[config.mk]
export PLATFORM = sky130hd
export DESIGN_NAME = alog_pwl_conv
export DESIGN_NICKNAME = d
export VERILOG_FILES = /design/src/rtl/alog_pkg.sv /design/src/rtl/alog_coef_rom.sv /design/src/rtl/alog_seg_eval.sv /design/src/rtl/alog_pack.sv /design/src/rtl/alog_pwl_conv.sv
export SDC_FILE = /design/constraint.sdc
export NUM_CORES = 1
export LEC_CHECK = 0
export BUFFER_PORTS_ARGS = -buffer_cell sky130_fd_sc_hd__buf_2
export CAP_MARGIN = 10
export CELL_PAD_IN_SITES_DETAIL_PLACEMENT = 0
export CELL_PAD_IN_SITES_GLOBAL_PLACEMENT = 1
export CORE_MARGIN = 4
export CORE_UTILIZATION = 49
export DETAILED_ROUTE_END_ITERATION = 8
export GPL_TIMING_DRIVEN = 0
export PLACE_DENSITY = 0.9
export SYNTH_ARGS = -nofsm -noshare
export SYNTH_HDL_FRONTEND = slang
export SYNTH_SLANG_ARGS = --single-unit
[constraint.sdc]
create_clock -name clk_i -period 4.4 [get_ports clk_i]
set_input_delay 0.44 -clock clk_i [delete_from_list [all_inputs] [get_ports clk_i]]
set_output_delay 0.44 -clock clk_i [all_outputs]
set_load 0.05 [all_outputs]
[src/rtl/alog_pkg.sv]
package alog_pkg;
  localparam int EXP_W  = 8;
  localparam int MAN_W  = 23;
  localparam int BIAS   = 127;
  localparam int EXP_MX = 254;
  localparam real LN2   = 0.6931471805599453;

  // secant slope of 2^f over segment k, scaled by 2^fw
  function automatic int seg_slope(input int k, input int segs, input int fw);
    real lo, hi;
    lo = 2.0 ** (real'(k) / real'(segs));
    hi = 2.0 ** (real'(k + 1) / real'(segs));
    return $rtoi((hi - lo) * real'(segs) * (2.0 ** real'(fw)) + 0.5);
  endfunction

  // segment start value, lowered by half the secant sag to balance the error
  function automatic int seg_base(input int k, input int segs, input int fw);
    real lo, sag;
    lo  = 2.0 ** (real'(k) / real'(segs));
    sag = LN2 * LN2 / (8.0 * real'(segs) * real'(segs)) *
          (2.0 ** ((real'(k) + 0.5) / real'(segs)));
    return $rtoi((lo - 0.5 * sag) * (2.0 ** real'(fw)) + 0.5);
  endfunction
endpackage

[src/rtl/alog_coef_rom.sv]
module alog_coef_rom #(
  parameter int SEG_BITS = 3,
  parameter int FRAC_W   = 24,
  parameter int COEF_W   = 26
) (
  input  logic [SEG_BITS-1:0] seg_i,
  output logic [COEF_W-1:0]   slope_o,
  output logic [COEF_W-1:0]   base_o
);
  localparam int SEGS = 1 << SEG_BITS;

  logic [COEF_W-1:0] slope_tab [SEGS];
  logic [COEF_W-1:0] base_tab  [SEGS];

  for (genvar k = 0; k < SEGS; k++) begin : g_seg
    localparam logic [COEF_W-1:0] SLOPE = COEF_W'(alog_pkg::seg_slope(k, SEGS, FRAC_W));
    localparam logic [COEF_W-1:0] BASE  = COEF_W'(alog_pkg::seg_base(k, SEGS, FRAC_W));
    assign slope_tab[k] = SLOPE;
    assign base_tab[k]  = BASE;
  end

  assign slope_o = slope_tab[seg_i];
  assign base_o  = base_tab[seg_i];
endmodule

[src/rtl/alog_seg_eval.sv]
module alog_seg_eval #(
  parameter int SEG_BITS = 3,
  parameter int FRAC_W   = 24,
  parameter int COEF_W   = 26
) (
  input  logic [FRAC_W-1:0] frac_i,
  output logic [FRAC_W:0]   y_o      // Q1.FRAC_W, clamped to [1,2)
);
  localparam int DW = FRAC_W - SEG_BITS;
  localparam int PW = COEF_W + DW;
  localparam int YW = COEF_W + 1;

  logic [SEG_BITS-1:0] seg;
  logic [DW-1:0]       dlt;
  logic [COEF_W-1:0]   slope, base;
  logic [PW-1:0]       prod, prod_r;
  logic [YW-1:0]       y_raw;
  logic                unused_lsb;

  assign seg = frac_i[FRAC_W-1 -: SEG_BITS];
  assign dlt = frac_i[DW-1:0];

  alog_coef_rom #(
    .SEG_BITS(SEG_BITS), .FRAC_W(FRAC_W), .COEF_W(COEF_W)
  ) u_rom (
    .seg_i  (seg),
    .slope_o(slope),
    .base_o (base)
  );

  assign prod       = PW'(slope) * PW'(dlt);
  assign prod_r     = prod + (PW'(1) << (FRAC_W - 1));
  assign y_raw      = YW'(base) + YW'(prod_r[PW-1:FRAC_W]);
  assign unused_lsb = ^prod_r[FRAC_W-1:0];

  always_comb begin
    if (y_raw < (YW'(1) << FRAC_W))
      y_o = {1'b1, {FRAC_W{1'b0}}};
    else if (y_raw >= (YW'(2) << FRAC_W))
      y_o = '1;
    else
      y_o = y_raw[FRAC_W:0];
  end
endmodule

[src/rtl/alog_pack.sv]
module alog_pack #(
  parameter int INT_W  = 8,
  parameter int FRAC_W = 24
) (
  input  logic [FRAC_W:0]         y_i,
  input  logic signed [INT_W-1:0] e_i,
  input  logic                    sign_i,
  input  logic                    zero_i,
  output logic [31:0]             flt_o
);
  import alog_pkg::*;
  localparam int BW = ((INT_W > 9) ? INT_W : 9) + 2;

  logic [MAN_W-1:0]    mant_hi;
  logic                rnd;
  logic [MAN_W:0]      mant_sum;
  logic signed [BW-1:0] biased;
  logic                unused_y;

  if (FRAC_W > MAN_W) begin : g_round
    assign mant_hi  = y_i[FRAC_W-1 -: MAN_W];
    assign rnd      = y_i[FRAC_W-MAN_W-1];
    assign unused_y = ^{y_i[FRAC_W], y_i[FRAC_W-MAN_W-1:0]};
  end else begin : g_pad
    assign mant_hi  = MAN_W'(y_i[FRAC_W-1:0]) << (MAN_W - FRAC_W);
    assign rnd      = 1'b0;
    assign unused_y = y_i[FRAC_W];
  end

  assign mant_sum = {1'b0, mant_hi} + (MAN_W+1)'(rnd);
  assign biased   = BW'(e_i) + BW'(BIAS) + BW'(mant_sum[MAN_W]);

  always_comb begin
    if (zero_i || biased < 1)
      flt_o = {sign_i, 31'b0};
    else if (biased > EXP_MX)
      flt_o = {sign_i, {EXP_W{1'b1}}, {MAN_W{1'b0}}};
    else
      flt_o = {sign_i, biased[EXP_W-1:0], mant_sum[MAN_W-1:0]};
  end
endmodule

[src/rtl/alog_pwl_conv.sv]
module alog_pwl_conv #(
  parameter int INT_W    = 8,
  parameter int FRAC_W   = 24,
  parameter int SEG_BITS = 3,
  parameter int COEF_W   = FRAC_W + 2
) (
  input  logic                      clk_i,
  input  logic                      rst_ni,
  input  logic                      valid_i,
  input  logic [INT_W+FRAC_W-1:0]   log_i,
  input  logic                      sign_i,
  input  logic                      zero_i,
  output logic                      valid_o,
  output logic [31:0]               float_o
);
  localparam int LW = INT_W + FRAC_W;

  logic [FRAC_W:0] y_d;
  logic [FRAC_W:0] y_q;
  logic [INT_W-1:0] e_q;
  logic s_q, z_q, v_q;
  logic [31:0] flt_d;

  alog_seg_eval #(
    .SEG_BITS(SEG_BITS), .FRAC_W(FRAC_W), .COEF_W(COEF_W)
  ) u_eval (
    .frac_i(log_i[FRAC_W-1:0]),
    .y_o   (y_d)
  );

  // stage 1: segment evaluation
  always_ff @(posedge clk_i or negedge rst_ni) begin
    if (!rst_ni) begin
      v_q <= 1'b0;
      y_q <= '0;
      e_q <= '0;
      s_q <= 1'b0;
      z_q <= 1'b0;
    end else begin
      v_q <= valid_i;
      if (valid_i) begin
        y_q <= y_d;
        e_q <= log_i[LW-1 -: INT_W];
        s_q <= sign_i;
        z_q <= zero_i;
      end
    end
  end

  alog_pack #(
    .INT_W(INT_W), .FRAC_W(FRAC_W)
  ) u_pack (
    .y_i   (y_q),
    .e_i   ($signed(e_q)),
    .sign_i(s_q),
    .zero_i(z_q),
    .flt_o (flt_d)
  );

  // stage 2: rounding, exponent, specials
  always_ff @(posedge clk_i or negedge rst_ni) begin
    if (!rst_ni) begin
      valid_o <= 1'b0;
      float_o <= '0;
    end else begin
      valid_o <= v_q;
      if (v_q) float_o <= flt_d;
    end
  end
endmodule

Word-level counts from Yosys, hierarchy flattened
Memories as Yosys holds them, arrays and structs flattened.
Index checks and enable logic that the tools add are counted.

storage, ports and cells
  register bits = 68
  latch bits = 0
  memory bits (writable) = 0
  bits in read-only memories = 416
  output and inout bits = 33
  word-level logic and storage cells = 30
  memories kept = 2

operators by class
  add/sub/neg operators = 5
  multipliers = 1
  divide/modulo/power cells = 0
  order comparisons = 5
  equal/unequal tests = 0
  shift operators = 0
  mux-type cells = 8
  bitwise gates (word level) = 1
  reductions and logical operators = 1

memories
  name             words  width  rd ports  clocked after Yosys merged registers in  wr ports  RTL line             RTL
  (no name shown)  8      26     1         0                                        0         alog_coef_rom.sv:23  assign base_o = base_tab[seg_i];
  (no name shown)  8      26     1         0                                        0         alog_coef_rom.sv:22  assign slope_o = slope_tab[seg_i];

operator list
  operator                  count
  $mux W26                  4
  $mux W31                  2
  $mux W24                  2
  $add A47 B24 Y47 const B  1
  $mul A26 B21 Y47          1
  $add A26 B23 Y27          1
  $ge A27 B26 Y1 const B    1
  $lt A27 B25 Y1 const B    1
  $add A23 B1 Y24           1
  $add A11 B1 Y11           1
  $gt A11 B9 Y1 const B     1
  $lt A11 B2 Y1 const B     1
  $add A8 B8 Y9 const B     1
  $ge A4 B4 Y1 const B      1
  $not A3 Y4                1
  $logic_or A1 B1 Y1        1

Depth between registers and ports, before layout
Gate-level depths: netlist (run 1).

  depth in word-level cells = 10
  mapped depth = 46

Modules after synthesis
From an unflattened synthesis (run 1), not the netlist that was laid out.

unflattened totals
  cell total of the unflattened synthesis = 2579
  area, all modules = 23198.5 µm²

modules (own cells, without submodules)
  module         times used  cells each  area an instance (µm²)  seq. area each (µm²)
  alog_seg_eval  1           2220        18871.8                 0.0
  alog_pwl_conv  1           144         2822.7                  1726.7
  alog_pack      1           132         983.4                   0.0
  alog_coef_rom  1           83          520.5                   0.0

Worst setup path after synthesis (run 1)
Ideal clock, no wire load.

  path kind = input -> register
  start = input log_i[22]
  end = register y_q[11]
  data arrival time = 9776 ps
  required time = 4258 ps
  setup slack = -5518 ps
  stages = 42
  path buffers = 3
  cell sequence = clkbuf_1 > inv_1 > ha_1 > inv_1 > nor2_1 > a21oi_1 > clkbuf_1 > and2_1 > fa_1 > fa_1 > inv_1 > fa_1 > inv_1 > fa_1 > ha_1 > fa_1 > fa_1 > ha_1 > [6 not listed] > a21oi_1 > o221ai_1 > xor2_1 > ha_1 > inv_1 > fa_1 > nor2b_1 > o21ai_0 > a21boi_0 > o21ai_0 > o21ai_0 > o21ai_0 > o41a_1 > o31ai_4 > o211ai_2 > a32oi_2 > buf_6 > o22ai_2

between the ends
  longest elaborated chain between the ends = 10
  elaborated cells between the ends (all ways) = 14

ends and longest elaborated chain
  item                                         RTL line                                  RTL
  start: declaration                           alog_pwl_conv.sv:10                       input logic [INT_W+FRAC_W-1:0] log_i,
  $not A3 Y4 (implied by the code) *           alog_coef_rom.sv:22, alog_coef_rom.sv:23
  $mem_v2 Z8 W26                               -
  $mux W26 (implied by the code) (2 in a row)  alog_coef_rom.sv:22
  $mul A26 B21 Y47                             alog_seg_eval.sv:31                       assign prod = PW'(slope) * PW'(dlt);
  $add A47 B24 Y47                             alog_seg_eval.sv:32                       assign prod_r = prod + (PW'(1) << (FRAC_W - 1));
  $add A26 B23 Y27 *                           alog_seg_eval.sv:33                       assign y_raw = YW'(base) + YW'(prod_r[PW-1:FRAC_W]);
  $ge A27 B26 Y1                               alog_seg_eval.sv:39                       else if (y_raw >= (YW'(2) << FRAC_W))
  $mux W24                                     alog_seg_eval.sv:39
  $mux W24 *                                   alog_seg_eval.sv:37                       if (y_raw < (YW'(1) << FRAC_W))
  end signal: assignment                       alog_pwl_conv.sv:42                       y_q <= y_d;
  end: declaration                             alog_pwl_conv.sv:19                       logic [FRAC_W:0] y_q;

Every way passes the cells marked *; elsewhere a longest branch is shown, timed or not. The select of a mux whose other input is x is not followed.
A chain may end at the register's enable or synchronous reset.

Worst setup path after layout (run 1)
  start = input log_i[22]
  end = register y_q[8]

The elaborated chain is that of the path after synthesis.

==> results of run 1 <==
[sequential cells by signal, indices dropped and copies added, names as in the netlist]
name and count:
s_q 1, e_q 8, valid_o 1, z_q 1, y_q 24, v_q 1, float_o 32
[how the worst min path moves through the flow]
stage	depth (start not counted)	slack, ns	start	endpoint
CTS	1	0.25	rst_ni	e_q[7]
finish	1	0.20	rst_ni	e_q[7]
detailed placement	1	0.49	float_o[31]	float_o[31]
global route	1	0.28	rst_ni	e_q[3]
global placement	1	0.48	s_q	float_o[31]
floorplan	0	0.14	rst_ni	e_q[0]
[cell families after synthesis]
kind of cell | Yosys count | synth area share, %
other | 2 | 0.03487
adders and majority gates | 642 | 52.49
AOI/OAI and AO/OA | 226 | 7.859
and+or+nand+nor | 683 | 15.66
buffers and inverters | 706 | 12.45
xor gates and xnor gates | 66 | 2.684
DFF | 68 | 7.900
muxes | 18 | 0.9236
[critical path, delay by kind of cell]
family / cells / cell delay, ns
xor gates and xnor gates: 1 / 0.33
and+or+nand+nor: 5 / 0.61
adders and majority gates: 11 / 4.24
buffers and inverters: 13 / 1.21
AOI/OAI and AO/OA: 16 / 2.95
[cell usage after synthesis, types with 24 or more instances]
cell type                    n
sky130_fd_sc_hd__nand2b_1   24
sky130_fd_sc_hd__and2_1    199
sky130_fd_sc_hd__fa_1      436
sky130_fd_sc_hd__inv_1     595
sky130_fd_sc_hd__o22ai_2    40
sky130_fd_sc_hd__ha_1      206
sky130_fd_sc_hd__nand2_1   316
sky130_fd_sc_hd__o21ai_0    54
sky130_fd_sc_hd__xnor2_1    45
sky130_fd_sc_hd__a21oi_1    53
sky130_fd_sc_hd__dfrtp_1    68
sky130_fd_sc_hd__nor2_1     53
sky130_fd_sc_hd__clkbuf_1  103
sky130_fd_sc_hd__a21o_1     24
[metrics by stage]
stage                     setup WS, ns  std cells  hold slack, ns  instance area (um2)
final                           -5.230       3204          0.2008                25390
after global routing            -5.446       3204          0.2765                25390
after CTS                       -5.004       3182          0.2519                24970
after detailed placement        -7.126       3071          0.4936                23000
after global placement          -7.042       3071          0.4803                23000
after floorplan                 -4.703       2417          0.1444                21920
[area by class of cell]
class / count / area share, %
sequential: 68 / 6.702
buffer: 108 / 3.474
timing repair buffer: 188 / 5.524
clock buffer: 9 / 0.8870
multi-input combinational: 1643 / 71.34
clock inverter: 7 / 0.3006
tap: 585 / 2.883
inverter: 596 / 8.895
[metal layers]
layer	up-vias	share of wire, %	global-route usage [%]
met2	750	46	47.40
met5	-	0	0
met4	0	5.1	12.15
met1	8647	39	37.03
li1	7615	-	-
met3	178	9.5	6.646
[what timing repair did]
| item | 4_1_cts | 5_1_grt |
|---|---|---|
| hold buffers | 0 | 0 |
| setup endpoints to repair | 24 | 55 |
| cloned | 3 | 0 |
| pin swaps | 110 | 37 |
| endpoints found under the hold margin | 0 | 0 |
| gates resized for setup | 214 | 53 |
| setup buffers | 94 | 23 |
==> tab_implementation.tex, run 1 <==
\begin{tabular}{lr}
\hline
Metric & Value \\
\hline
\multicolumn{2}{l}{\textbf{Run status}} \\
\quad Status & finished, violations left \\
\quad Violated checks & negative setup slack \\
\multicolumn{2}{l}{\textbf{Global routing}} \\
\quad GR Overflow Total & 0 \\
\quad Initial antenna violation count & 1 \\
\quad Via count of the first global-routing pass & 18740 \\
\quad Largest net degree at the start of global routing & 69 \\
\quad First-pass GRT wire length & 105.1 mm \\
\quad GRT Total Usage & 28.89\% \\
\multicolumn{2}{l}{\textbf{Critical path}} \\
\quad Critical Path AT & 9.82 ns \\
\quad Cell depth of the worst flop-to-flop path & 18 \\
\quad CP endpoint kind & register \\
\quad Setup crit start & log\_i[22] \\
\quad Endpoint of the worst register-to-register path & float\_o[6] \\
\quad Most frequent cell on the critical path & sky130\_fd\_sc\_hd\_\_fa\_1 \\
\quad Largest fanout on the critical path & 5 \\
\quad Register-to-register path setup slack & 0.27 ns \\
\quad Maximum cell stage delay along the critical path & 0.55 ns \\
\quad Source of the worst register-to-register timing path & y\_q[8] \\
\quad Cell with the largest stage delay on the worst path & sky130\_fd\_sc\_hd\_\_fa\_1 \\
\quad Worst endpoint required time & 4.59 ns \\
\quad Type of the worst setup path & in -> reg \\
\quad Last element of the critical path & y\_q[8] \\
\quad Crit start category & primary input \\
\multicolumn{2}{l}{\textbf{Finish}} \\
\quad Register cell area after layout & 1702 um2 \\
\quad Commonest non-fill, non-tap cell in the layout & sky130\_fd\_sc\_hd\_\_inv\_1 \\
\quad Area taken by multi-input logic gates & 18110 um2 \\
\quad Number of diodes added for antenna fixing & 0 \\
\quad Area grow syn2layout & 17.88\% \\
\quad Fraction of layout instances using a drive strength above 1 & 18.48\% \\
\quad Most frequent cells in the layout & sky130\_fd\_sc\_hd\_\_inv\_1, sky130\_fd\_sc\_hd\_\_fa\_1, sky130\_fd\_sc\_hd\_\_nand2\_1, sky130\_fd\_sc\_hd\_\_and2\_1, sky130\_fd\_sc\_hd\_\_ha\_1 \\
\quad Utilization after layout & 58.68\% \\
\quad NumNets Final & 3293 \\
\quad Number of inserted filler cells in the final layout & 3750 \\
\multicolumn{2}{l}{\textbf{STA}} \\
\quad Worst path setup slack after routing & -5.230 ns \\
\quad Setup TNS & -125.00 ns \\
\quad Finish-stage setup viols & 24 \\
\quad Final critical path time including I/O delays and setup & 9.630 ns \\
\quad Measured slew at the worst slew-check pin & 0.9828 ns \\
\quad Total count of max-transition violations in the final report & 0 \\
\quad Endpoints failing hold & 0 \\
\quad Slew HR & 34.48\% \\
\quad Maximum clock frequency & 103.8 MHz \\
\quad Final period util & 218.9\% \\
\quad Layout Skew & 0.008059 ns \\
\quad Unrepaired setup endpoints after global routing & yes \\
\multicolumn{2}{l}{\textbf{Placed design}} \\
\quad Port Buffer Count & 69 \\
\quad Detailed placement HPWL & 53.13 mm \\
\quad Routability Congestion & 0.9889 \\
\multicolumn{2}{l}{\textbf{Floorplanning}} \\
\quad Horizontal die dimension & 217.7 um \\
\quad Number of cell rows & 76 \\
\quad Core Box Area & 43270 um2 \\
\quad Starting density of the core & 49.78\% \\
\quad Boundary Pins & 70 \\
\quad Height of the die & 217.7 um \\
\quad Full die area & 47380 um2 \\
\multicolumn{2}{l}{\textbf{Logic synthesis}} \\
\quad Top FF cell, synth & sky130\_fd\_sc\_hd\_\_dfrtp\_1 \\
\quad Number of cells produced by synthesis & 2411 \\
\quad Area share of the leading cell type in the synthesized netlist & 40.52\% \\
\quad Synthesis warning total & 0 \\
\quad Unique masters post-synth & 68 \\
\quad Post-synthesis sequential element count & 68 \\
\quad Mean cell area of the mapped netlist & 8.934 um2 \\
\quad Largest area contributor in the netlist & sky130\_fd\_sc\_hd\_\_fa\_1 \\
\quad Mapped cell area & 21540 um2 \\
\quad Cell types with the largest area share after synthesis & sky130\_fd\_sc\_hd\_\_fa\_1, sky130\_fd\_sc\_hd\_\_ha\_1, sky130\_fd\_sc\_hd\_\_inv\_1 \\
\quad Share of async-settable or async-resettable flops after synthesis & 100.0\% \\
\quad Post-synth EDFFs & 0 \\
\quad Post-synthesis sequential area ratio & 7.900\% \\
\multicolumn{2}{l}{\textbf{CTS}} \\
\quad Total clock buffers created by CTS & 9 \\
\quad Cell at the root of the clock tree & sky130\_fd\_sc\_hd\_\_clkbuf\_16 \\
\quad Worst-path clk slew & 0.06 ns \\
\quad CTS Sinks & 68 \\
\quad Maximum clock insertion buffer count & 2 \\
\quad Worst-Skew Late Latency & 0.33 ns \\
\quad Htree depth & 3 \\
\quad Clock tree from TritonCTS & yes \\
\multicolumn{2}{l}{\textbf{Route}} \\
\quad WL/cell & 20.83 um \\
\quad First-pass detailed-route iteration total & 5 \\
\quad DRC Markers & 0 \\
\quad Total via count in the routed design & 17190 \\
\quad Antenna violation net count after detailed routing & 0 \\
\quad Detailed router's first-iteration violation count & 1320 \\
\quad Final wirelength & 66.73 mm \\
\quad Mean number of vias per cell & 5.365 \\
\multicolumn{2}{l}{\textbf{Run}} \\
\quad Max cap viols & 0 \\
\multicolumn{2}{l}{\textbf{Min path}} \\
\quad HP Class & in -> async \\
\hline
\end{tabular}
Power of run 1 is not shown: default switching activity piles up to over one toggle a cycle in this logic, so the estimate is an artifact.
==> inputs of run 2 (changes only) <==
- CORE_ASPECT_RATIO: unset -> 1.5
- GPL_TIMING_DRIVEN: 0 -> 1
- RECOVER_POWER: unset -> 100
==> run 2 against run 1 <==
  * Utilization rose by 4.0 points
  * First-iteration DRC count fell by 34%
  * The flow finishes with violations (max-capacitance violations, max-slew violations, negative setup slack)
  * Critical path depth fell by 3
  * Highest routed layer unchanged
  * Register-to-register slack barely moved
  * Routed wire length fell by 8.8%
  * Worst setup slack improved by 0.29 ns
  * Critical endpoint is now y_q[22]
==> tab_implementation.tex, run 2 (same netlist as run 1, synthesis figures left out) <==
\begin{tabular}{lr}
\hline
Metric & Value \\
\hline
\multicolumn{2}{l}{\textbf{Finish}} \\
\quad Max reg flops & 32 \\
\quad Registers with the most flip-flops & float\_o (32), y\_q (24), e\_q (8) \\
\quad Most frequent cells in the layout & sky130\_fd\_sc\_hd\_\_inv\_1, sky130\_fd\_sc\_hd\_\_fa\_1, sky130\_fd\_sc\_hd\_\_buf\_4, sky130\_fd\_sc\_hd\_\_nand2\_1, sky130\_fd\_sc\_hd\_\_ha\_1 \\
\quad Fraction of layout instances using a drive strength above 1 & 26.26\% \\
\quad Commonest non-fill, non-tap cell in the layout & sky130\_fd\_sc\_hd\_\_inv\_1 \\
\quad NumNets Final & 3470 \\
\quad Final Non-Filler Cells & 3366 \\
\quad Area grow syn2layout & 25.62\% \\
\quad Register with the highest flop count & float\_o \\
\multicolumn{2}{l}{\textbf{Route}} \\
\quad Antenna violation net count after detailed routing & 0 \\
\quad Detailed router's first-iteration violation count & 871 \\
\quad DRC Markers & 0 \\
\quad First-pass detailed-route iteration total & 5 \\
\quad Mean number of vias per cell & 5.239 \\
\quad WL/cell & 18.08 um \\
\quad Final wirelength & 60.87 mm \\
\quad Total via count in the routed design & 17640 \\
\multicolumn{2}{l}{\textbf{Global routing}} \\
\quad GR Overflow Total & 0 \\
\quad Via count of the first global-routing pass & 19760 \\
\quad GRT Total Usage & 25.99\% \\
\quad Initial antenna violation count & 1 \\
\quad First-pass GRT wire length & 97.87 mm \\
\quad Largest net degree at the start of global routing & 69 \\
\multicolumn{2}{l}{\textbf{Placed design}} \\
\quad Detailed placement HPWL & 49.85 mm \\
\quad Routability Congestion & 0.9631 \\
\quad Number of placed instances with taps included & 3276 \\
\quad Port Buffer Count & 69 \\
\multicolumn{2}{l}{\textbf{CTS}} \\
\quad Total clock buffers created by CTS & 9 \\
\quad Maximum clock insertion buffer count & 2 \\
\quad CTS Sinks & 68 \\
\quad Worst-Skew Late Latency & 0.33 ns \\
\quad Worst-path clk slew & 0.06 ns \\
\quad Clock tree from TritonCTS & yes \\
\quad Htree depth & 3 \\
\quad Hold buffers post-CTS & 0 \\
\quad Cell at the root of the clock tree & sky130\_fd\_sc\_hd\_\_clkbuf\_16 \\
\multicolumn{2}{l}{\textbf{Critical path}} \\
\quad Register-to-register path setup slack & 0.28 ns \\
\quad CP endpoint kind & register \\
\quad Type of the worst setup path & in -> reg \\
\quad Family with the most delay on the worst path & adder cells \\
\quad Most frequent cell on the critical path & sky130\_fd\_sc\_hd\_\_fa\_1 \\
\quad Bufs and invs on worst path & 10 \\
\quad Worst endpoint required time & 4.61 ns \\
\quad Critical Path AT & 9.54 ns \\
\quad Cell with the largest stage delay on the worst path & sky130\_fd\_sc\_hd\_\_fa\_1 \\
\quad Crit start category & primary input \\
\quad Largest fanout on the critical path & 7 \\
\quad Maximum cell stage delay along the critical path & 0.59 ns \\
\multicolumn{2}{l}{\textbf{STA}} \\
\quad Unrepaired setup endpoints after global routing & yes \\
\quad Final critical path time including I/O delays and setup & 9.339 ns \\
\quad Worst path setup slack after routing & -4.939 ns \\
\quad Maximum clock frequency & 107.1 MHz \\
\quad Finish-stage setup viols & 24 \\
\quad Layout Skew & 0.006836 ns \\
\quad Endpoints failing hold & 0 \\
\quad Slew HR & -140.9\% \\
\quad Measured slew at the worst slew-check pin & 3.613 ns \\
\quad Total count of max-transition violations in the final report & 102 \\
\quad Final period util & 212.2\% \\
\multicolumn{2}{l}{\textbf{Run status}} \\
\quad Status & finished, violations left \\
\quad Violated checks & max-capacitance violations, max-slew violations, negative setup slack \\
\multicolumn{2}{l}{\textbf{Floorplanning}} \\
\quad Starting density of the core & 49.89\% \\
\quad Number of cell rows & 93 \\
\quad Full die area & 47440 um2 \\
\quad Boundary Pins & 70 \\
\quad Horizontal die dimension & 179.2 um \\
\quad Height of the die & 264.8 um \\
\quad Core Box Area & 43170 um2 \\
\multicolumn{2}{l}{\textbf{Min path}} \\
\quad HP Class & in -> reg \\
\multicolumn{2}{l}{\textbf{Run}} \\
\quad Max cap viols & 2 \\
\hline
\end{tabular}
run 2: path summary, 6_finish.rpt:
| kind | cells after the start | startpoint | to |
|---|---|---|---|
| setup / recovery | 43 | log_i[22] | y_q[22] |
| hold / removal | 3 | log_i[24] | e_q[0] |
| setup reg to reg | 19 | y_q[4] | float_o[11] |
| hold reg to reg | 1 | float_o[30] | float_o[30] |
| max in group asynchronous | 2 | rst_ni | e_q[1] |
| min in group asynchronous | 2 | rst_ni | float_o[16] |
run 2: per-stage QoR:
| stage | utilization, % | cell area [um2] | setup slack, ns | setup TNS (ns) | hold slack [ns] |
|---|---|---|---|---|---|
| after floorplan | - | 21920 | -4.703 | -112.18 | 0.1444 |
| after global placement | 58.41 | 25220 | -5.252 | -125.66 | 0.4754 |
| after detailed placement | 58.41 | 25220 | -5.477 | -130.95 | 0.4822 |
| after CTS | 62.01 | 26770 | -4.805 | -114.99 | 0.3231 |
| after global routing | 62.68 | 27060 | -5.241 | -125.36 | 0.3336 |
| final | 62.68 | 27060 | -4.939 | -117.41 | 0.3206 |
run 2: layout make-up:
cell class / count / area, um2
timing repair buffer: 472 / 3978
clock buffer: 9 / 225.2
tap: 570 / 713.2
clock inverter: 6 / 41.29
multi-input combinational: 1644 / 18130
inverter: 596 / 2263
sequential: 68 / 1702
antenna: 1 / 2.502
fill: 3360 / 16110
run 2: timing repair:
item                                    in CTS  in global routing
endpoints found under the setup margin      24                 55
buffers inserted                            58                 15
gates resized for setup                    146                 77
pin swaps                                   88                 83
cloned                                       9                  0
run 2: routing by layer:
layer	vias to the layer above	global-route usage (%)	part of all wire, %
li1	7961	-	-
met1	8855	27.64	34
met2	568	48.72	54
met3	252	3.138	4.3
met4	0	14.69	6.9
met5	-	0	0
run 2: tightest hold or removal path, stage by stage:
cell and delay [ns]:
sky130_fd_sc_hd__buf_2 0.08, sky130_fd_sc_hd__nand2_1 0.04, sky130_fd_sc_hd__o21ai_0 0.06
Power of run 2 is left out for the same reason.
